==> src/rtl/io_port_pkg.sv <==
package io_port_pkg;
  localparam int MODE_W = 4;

  typedef enum logic [MODE_W-1:0] {
    M_NC     = 4'd0,
    M_IN     = 4'd1,
    M_OUT    = 4'd2,
    M_RIN    = 4'd3,
    M_ROUT   = 4'd4,
    M_XCVR   = 4'd5,
    M_REPEAT = 4'd6,
    M_PLOW   = 4'd7,
    M_PHIGH  = 4'd8,
    M_LLOW   = 4'd9
  } port_mode_e;

  typedef struct packed {
    logic pin_en;
    logic pin_val;
    logic line_en;
    logic line_val;
  } drive_s;
endpackage

==> src/rtl/io_port_regs.sv <==
module io_port_regs
  import io_port_pkg::*;
(
  input  logic              clk,
  input  logic              rst,
  input  logic [MODE_W-1:0] mode,
  input  logic              ie,
  input  logic              pin_in,
  input  logic              line_in,
  output logic [MODE_W-1:0] mode_q,
  output logic              in_q,
  output logic              out_q
);
  always_ff @(posedge clk) begin
    if (rst) begin
      mode_q <= M_NC;
      in_q   <= 1'b0;
      out_q  <= 1'b0;
    end else begin
      mode_q <= mode;
      out_q  <= line_in;
      if (mode_q == M_RIN && ie) in_q <= pin_in;
    end
  end

  logic started;
  always_ff @(posedge clk) begin
    if (rst) started <= 1'b0;
    else     started <= 1'b1;
  end

  assert_mode_follow_R11: assert property (@(posedge clk) disable iff (rst)
    started |-> mode_q == $past(mode));

  assert_ro_capture_R5: assert property (@(posedge clk) disable iff (rst)
    started |-> out_q == $past(line_in));

  assert_ri_hold_R4: assert property (@(posedge clk) disable iff (rst)
    (started && !($past(mode_q) == M_RIN && $past(ie))) |-> $stable(in_q));
endmodule

==> src/rtl/io_port_repeater.sv <==
module io_port_repeater (
  input  logic clk,
  input  logic rst,
  input  logic en,
  input  logic pin_in,
  input  logic line_in,
  output logic pin_low,
  output logic line_low
);
  typedef enum logic [1:0] {RP_IDLE, RP_FROM_PIN, RP_FROM_LINE} rp_state_e;
  rp_state_e st, st_nx;

  always_comb begin
    st_nx = st;
    if (!en) st_nx = RP_IDLE;
    else begin
      unique case (st)
        RP_IDLE: begin
          if (!pin_in)       st_nx = RP_FROM_PIN;
          else if (!line_in) st_nx = RP_FROM_LINE;
        end
        RP_FROM_PIN:  if (pin_in)  st_nx = RP_IDLE;
        RP_FROM_LINE: if (line_in) st_nx = RP_IDLE;
        default:      st_nx = RP_IDLE;
      endcase
    end
  end

  always_ff @(posedge clk) begin
    if (rst) st <= RP_IDLE;
    else     st <= st_nx;
  end

  // the "sourced here" flag is the RP_FROM_PIN state
  assign line_low = (st == RP_FROM_PIN);
  assign pin_low  = (st == RP_FROM_LINE);

  assert_br_pin_to_line_R7: assert property (@(posedge clk) disable iff (rst)
    (en && st == RP_IDLE && !pin_in) |=> (line_low || !en));

  assert_br_keep_source_R8: assert property (@(posedge clk) disable iff (rst)
    (en && line_low && !pin_in) |=> (line_low || !en));
endmodule

==> src/rtl/io_port_route.sv <==
module io_port_route
  import io_port_pkg::*;
(
  input  logic [MODE_W-1:0] mode_q,
  input  logic              invert,
  input  logic              ie,
  input  logic              oe,
  input  logic              pin_in,
  input  logic              line_in,
  input  logic              in_q,
  input  logic              out_q,
  input  logic              rp_pin_low,
  input  logic              rp_line_low,
  output drive_s            drv
);
  drive_s raw;

  always_comb begin
    raw = '0;
    case (mode_q)
      M_IN: begin
        raw.line_en  = ie;
        raw.line_val = pin_in;
      end
      M_OUT: begin
        raw.pin_en  = oe;
        raw.pin_val = line_in ^ invert;
      end
      M_RIN: begin
        raw.line_en  = 1'b1;
        raw.line_val = in_q;
      end
      M_ROUT: begin
        raw.pin_en  = oe;
        raw.pin_val = out_q;
      end
      M_XCVR: begin
        raw.line_en  = ie;
        raw.line_val = pin_in;
        raw.pin_en   = oe;
        raw.pin_val  = line_in ^ invert;
      end
      M_REPEAT: begin
        raw.pin_en  = rp_pin_low;
        raw.line_en = rp_line_low;
      end
      M_PLOW:  raw.pin_en = oe;
      M_PHIGH: begin
        raw.pin_en  = oe;
        raw.pin_val = 1'b1;
      end
      M_LLOW:  raw.line_en = ie;
      default: raw = '0;
    endcase
  end

  always_comb begin
    drv          = raw;
    drv.pin_val  = raw.pin_val & raw.pin_en;
    drv.line_val = raw.line_val & raw.line_en;
  end
endmodule

==> src/rtl/io_port_cell.sv <==
module io_port_cell
  import io_port_pkg::*;
(
  input  logic              clk,
  input  logic              rst,
  input  logic [MODE_W-1:0] mode,
  input  logic              invert,
  input  logic              ie,
  input  logic              oe,
  input  logic              pin_in,
  output logic              pin_out,
  output logic              pin_oe,
  input  logic              line_in,
  output logic              line_out,
  output logic              line_drive
);
  logic [MODE_W-1:0] mode_q;
  logic in_q, out_q, rp_pin_low, rp_line_low;
  drive_s drv;

  io_port_regs u_regs (
    .clk(clk), .rst(rst), .mode(mode), .ie(ie), .pin_in(pin_in),
    .line_in(line_in), .mode_q(mode_q), .in_q(in_q), .out_q(out_q)
  );

  io_port_repeater u_rep (
    .clk(clk), .rst(rst), .en(mode_q == M_REPEAT), .pin_in(pin_in),
    .line_in(line_in), .pin_low(rp_pin_low), .line_low(rp_line_low)
  );

  io_port_route u_route (
    .mode_q(mode_q), .invert(invert), .ie(ie), .oe(oe), .pin_in(pin_in),
    .line_in(line_in), .in_q(in_q), .out_q(out_q), .rp_pin_low(rp_pin_low),
    .rp_line_low(rp_line_low), .drv(drv)
  );

  assign pin_oe     = drv.pin_en;
  assign pin_out    = drv.pin_val;
  assign line_drive = drv.line_en;
  assign line_out   = drv.line_val;

  assert_nc_quiet_R1: assert property (@(posedge clk) disable iff (rst)
    (mode_q == M_NC || mode_q > M_LLOW) |-> (!pin_oe && !line_drive));

  assert_force_high_R9: assert property (@(posedge clk) disable iff (rst)
    (mode_q == M_PHIGH && oe) |-> (pin_oe && pin_out));

  assert_br_one_side_R8: assert property (@(posedge clk) disable iff (rst)
    (mode_q == M_REPEAT) |-> !(pin_oe && line_drive));

  assert_br_low_only_R7: assert property (@(posedge clk) disable iff (rst)
    (mode_q == M_REPEAT) |-> (!pin_out && !line_out));
endmodule

==> config.mk <==
export PLATFORM = sky130hd
export DESIGN_NAME = io_port_cell
export DESIGN_NICKNAME = d
export VERILOG_FILES = /design/src/rtl/io_port_pkg.sv /design/src/rtl/io_port_regs.sv /design/src/rtl/io_port_repeater.sv /design/src/rtl/io_port_route.sv /design/src/rtl/io_port_cell.sv
export SDC_FILE = /design/constraint.sdc
export NUM_CORES = 1
export LEC_CHECK = 0
export BUFFER_PORTS_ARGS = -buffer_cell sky130_fd_sc_hd__buf_2
export CAP_MARGIN = 20
export CORE_AREA = 2 2 39 41
export DETAILED_ROUTE_END_ITERATION = 6
export DIE_AREA = 0 0 41 43
export MAX_ROUTING_LAYER = met4
export SLEW_MARGIN = 20
export SYNTH_ARGS = -nofsm -noshare
export SYNTH_HDL_FRONTEND = slang
export SYNTH_SLANG_ARGS = --single-unit
export TNS_END_PERCENT = 20
==> constraint.sdc <==
create_clock -name clk -period 1.3 [get_ports clk]
set_input_delay 0.065 -clock clk [delete_from_list [all_inputs] [get_ports clk]]
set_output_delay 0.065 -clock clk [all_outputs]
set_load 0.02 [all_outputs]
# [Word-level counts from Yosys, hierarchy flattened]
# Cells that the tools add are included.
[word_totals] reg_bits=8 out_inout_bits=4 elab_cells=39
[op_classes] muxes=9 n_eq_ne=14 n_reduce_logical=8 bitwise_logic=4
[ops] operator="equality test 4 x 3 -> 1 bit (second input constant)" count=4
[ops] operator="equality test 4 x 2 -> 1 bit (second input constant)" count=2
[ops] operator="equality test 4 bit (second input constant)" count=2
[ops] operator="2-to-1 mux 2 bit" count=4
[ops] operator="case mux 1 bit (3 select lines)" count=2
[ops] operator="case mux 2 bit (3 select lines)" count=1
[ops] operator="OR reduction 2 bit" count=3
[ops] operator="OR reduction 5 bit" count=1
[ops] operator="equality test 4 x 1 -> 1 bit (second input constant)" count=1
[ops] operator="inequality test 2 bit (second input constant)" count=2
[ops] operator="case mux 1 bit (2 select lines)" count=2
[ops] operator="inequality test 3 bit (second input constant)" count=1
[ops] operator="AND reduction 3 bit" count=1
[ops] operator="OR reduction 3 bit" count=1
[ops] operator="bitwise AND 1 bit" count=2
[ops] operator="equality test 2 x 1 -> 1 bit (second input constant)" count=1
[ops] operator="equality test 2 bit (second input constant)" count=1
[ops] operator="logical NOT 2 bit" count=1
[ops] operator="logical AND 1 bit" count=1
[ops] operator="NOT 1 bit" count=1
[ops] operator="bitwise XOR 1 bit" count=1

# [Longest topological paths before layout]
[depth] depth_word=4 depth_mapped=5

# [Hierarchy]
# From an unflattened synthesis, not the netlist that was laid out.
[unflattened] hier_cells=52 area_unflattened_um2=495.5
[by_module_without_submodules] mod="io_port_route" area_each_um2=206.4 seq_area_each_um2=0.0 cells_per_inst=27 instances=1
[by_module_without_submodules] mod="io_port_regs" area_each_um2=188.9 seq_area_each_um2=120.1 cells_per_inst=16 instances=1
[by_module_without_submodules] mod="io_port_repeater" area_each_um2=87.6 seq_area_each_um2=40.0 cells_per_inst=8 instances=1
[by_module_without_submodules] mod="io_port_cell" area_each_um2=12.5 seq_area_each_um2=0.0 cells_per_inst=1 instances=1

# [Least setup slack after synthesis]
# OpenSTA, ideal clock, no wires.
[synth_timing] path_kind="register to output" start="register u_regs.mode_q[2]" end="output port line_out" t_required_ps=1235 arrival_ps=1725 stages_incl_launch_ff=6 path_slack_ps=-490 path_cell_list="dfxtp_1 buf_4 nor4bb_1 a21oi_1 o21bai_2 nor4bb_1"
[synth_via] elab_chain_cells=4 word_cells_on_any_way=10 cone_classes="eq/ne: 5; mux: 2; bitwise: 1; reduce/logical: 2"
[synth_lines] element="from (decl)" line="io_port_regs.sv:10" source="output logic [MODE_W-1:0] mode_q,"
[synth_lines] element="from (signal assigned)" line="io_port_regs.sv:20" source="mode_q <= mode;"
[synth_lines] element="equality test 4 x 1 -> 1 bit, or another cell as far along" line="io_port_route.sv:20" source="case (mode_q)"
[synth_lines] element="OR reduction 3 bit (no source line)"
[synth_lines] element="case mux 1 bit (3 select lines) (*)" line="io_port_route.sv:20"
[synth_lines] element="named net line_drive" line="io_port_cell.sv:15" source="output logic line_drive"
[synth_lines] element="bitwise AND 1 bit (*)" line="io_port_route.sv:60" source="drv.line_val = raw.line_val & raw.line_en;"
[synth_lines] element="to (decl)" line="io_port_cell.sv:14" source="output logic line_out,"
# The timed path passes the listed nets; every way through them passes the cells marked *.

# [Worst setup path after layout]
[layout_timing] start="register u_regs.mode_q[0]" end="output port pin_out"
[layout_via] elab_chain_cells=4 word_cells_on_any_way=11 cone_classes="eq/ne: 6; mux: 2; bitwise: 1; reduce/logical: 2"
[layout_lines] element="equality test 4 x 2 -> 1 bit, or another cell as far along" line="io_port_route.sv:20"
[layout_lines] element="OR reduction 5 bit (no source line) / OR reduction 2 bit (equally long branches)"
[layout_lines] element="case mux 1 bit (2 select lines) / case mux 1 bit (3 select lines) (equally long branches)" line="io_port_route.sv:20"
[layout_lines] element="bitwise AND 1 bit (*)" line="io_port_route.sv:59" source="drv.pin_val = raw.pin_val & raw.pin_en;"
[layout_lines] element="to (decl)" line="io_port_cell.sv:11" source="output logic pin_out,"
# Every way passes the cells marked *; elsewhere a longest branch is shown, timed or not.

==> run metrics <==
H-tree depth=1; CP required=1240 ps; Syn. warnings=0; clock network fraction of design power=between 30% and 40%; Non-Filler Instances=89; DR iter-0 viols=5; Setup Buffers After CTS=0; Root Buffer=clkbuf_4; internal reg-to-reg setup slack=between 100 and 150 ps; core area=1380 um^2; Leakage=0.293 nW; WP data arrival=1550 ps; # nets final=86; area leader, netlist=dfxtp_1; share of flip-flops with an asynchronous set or reset=0%; Yosys top cell area share=37.0%; gp weighted congestion=0.710; Worst R2R End=u_regs.in_q; placed cell count=86; clock-pin slew on the worst setup and hold paths=~50 ps; pwr dens=817 nW/um^2; Period Utilization, post-route=124%; relative slew slack=74.7%; Yosys cell types=26; WHS Path Cells=2; largest net degree at the start of global routing=8; Diodes inserted=0; failing checks=setup timing; I/O Buffers=14; WHS=17.9 ps; Worst Min Path Start=line_in; # setup viols final=4; worst vdd ir=0.493 mV; WHS Endpoint=u_rep.st[1]; met3 usage=under 10%; dominant synthesized flop cell=dfxtp_1; Overflow after GRT=0; # IOs=15; Syn Area/Cell=9.21 um^2; RSZ-0062 raised after global routing=yes; Layout fillers=around 140; Synth Net Count=between 50 and 60; first-pass GRT wire length=1.54 mm; final hold violation count=0; crit path kind=flip-flop to output pin; DRC Markers=0; die width=roughly 41 um; Logic pwr share=21.9%; M2 GR Usage=a little over a fifth; Cell Area, Synth=433 um^2; Routed WL=~940 um; FF-to-FF Start=u_regs.mode_q[3]; number of cell rows=14; Sw Ratio=24.5%; Via density=4.79; worst slack, placed=-114 ps; Die ar.=1760 um^2; Initial Util=31.3%; initial antenna violation count=0; Area growth syn-to-layout=59.8%; EDFF count, synth=0; Reg power frac=46.2%; most instantiated cells after synthesis=8 x dfxtp_1, 6 x nor2b_1, 3 x nor2_1; routed via count=approximately 430; TritonCTS clock tree=yes; worst min-delay path category=primary input to flip-flop; measured slew at the worst slew-check pin=376 ps; slack of the critical path=-311 ps; clock skew=around 5.0 ps; top cells by area, synth=dfxtp_1 37%, nor2b_1 8.7%, nor4bb_1 4.6%; design area=692 um^2; CTS Buffer Depth=2; outcome=complete, but fails checks; FF+latch count, synth=8; M1 GR Usage=between 10% and 20%; Max Cap Violations=0; switching power=0.139 mW; GRT Total Usage=~14%; die height=43 um; First-pass DRT Iterations=4; TritonCTS Buffers=3; Core Util, Final=about half; Post-DRT Antenna Nets=0; dpl hpwl=768 um; vias in the first global route=401; internal power=0.426 mW; layout cell share with drive strength beyond 1=53.4%; Critical Path Sink Type=output pin; CP startpoint kind=flip-flop; R2R depth=5; worst skew pair latency=roughly 250 ps; Cells after Synth=47; fin. max-slew vios=0; Max Freq=0.621 GHz; Avg WL per Cell=10.6 um; post-synthesis sequential area ratio=37.0%; clock sink count=8; GRT busiest layer=met2; most frequent cell after synthesis=dfxtp_1; min Tclk post-route=1610 ps; Worst Path Max Fanout=5; Post-DP Area=628 um^2
[area by class of cell]
cell class              instances  area, um^2  area share (%)
well taps                      16        20.0            2.89
flip-flops and latches          8         164            23.7
multi-input cells              36         318            45.9
inverters                       2        7.51            1.08
repair buffers                 24         160            23.1
clock buffers                   3        22.5            3.25
[worst max path at each step]
stage	start	end	cells past startpoint
floorplan	u_regs.mode_q[0]	pin_out	4
global placement	u_regs.mode_q[0]	pin_out	5
detailed placement	u_regs.mode_q[0]	pin_out	5
CTS	u_regs.mode_q[0]	pin_out	5
global route	u_regs.mode_q[0]	pin_out	5
finish	u_regs.mode_q[0]	pin_out	5
[kinds of logic after synthesis]
logic type | share of synthesized area [%]
mux | 2.31
simple gates | 37.6
xor+xnor | 4.05
compound gates | 15.6
flops | 37.0
buf+inv | 3.47
[timing repair]
action                     CTS  global route
pin swaps                    1             2
hold endpoints to repair     0             0
setup endpoints to repair    4             5
hold buffers                 0             0
resized for setup            3             7
[layer usage]
layer  wire (um)  vias up
met5           0        -
met4          10        0
met3          26        2
met2         487        9
met1         416      192
li1            -      223
[power by group through the flow]
stage          Sequential, mW  Clock (mW)  Combinational, mW
2_1_floorplan           0.269           0             0.0650
3_3_place_gp            0.267           0              0.114
3_5_place_dp            0.267           0              0.115
4_1_cts                 0.261       0.190              0.120
5_1_grt                 0.262       0.205              0.134
6_report                0.261       0.180              0.124
[state kept, by name (all words and copies together), names as in the netlist]
name / cells
u_rep.st: 2
u_regs.out_q: 1
u_regs.in_q: 1
u_regs.mode_q: 4
[cells in the final DEF (no fill, tap or decap)]
cell type / count
nand2b_1: 2
nand3b_1: 2
inv_2: 1
o21bai_2: 1
a211oi_2: 1
o21ai_0: 1
xnor2_2: 1
nand2_1: 2
nor4_1: 1
buf_4: 11
a21oi_1: 1
and2b_2: 2
inv_1: 1
o311ai_4: 1
nand3_1: 1
nor3b_1: 1
nor3_2: 1
a31oi_1: 1
dfxtp_1: 7
a21boi_4: 1
buf_2: 11
nor3_1: 1
a211o_1: 1
xnor2_1: 1
and4bb_1: 1
nor4bb_2: 1
nor4bb_4: 1
clkbuf_4: 3
dfxtp_4: 1
mux2i_1: 1
buf_6: 2
nor2b_1: 6
nor2_1: 3
[stage by stage]
stage / setup TNS (ps) / power (mW)
4_1_cts: -883 / 0.571
3_3_place_gp: -101 / 0.380
5_1_grt: -1060 / 0.602
3_5_place_dp: -142 / 0.382
6_report: -739 / 0.565
2_1_floorplan: -360 / 0.334
[critical path: stages, from the launching register on]
cell      delay [ps]
dfxtp_4          360
and2b_2          240
xnor2_2          140
o311ai_4         220
a21boi_4         210
buf_6            130
(Power assumes the default switching activity.)
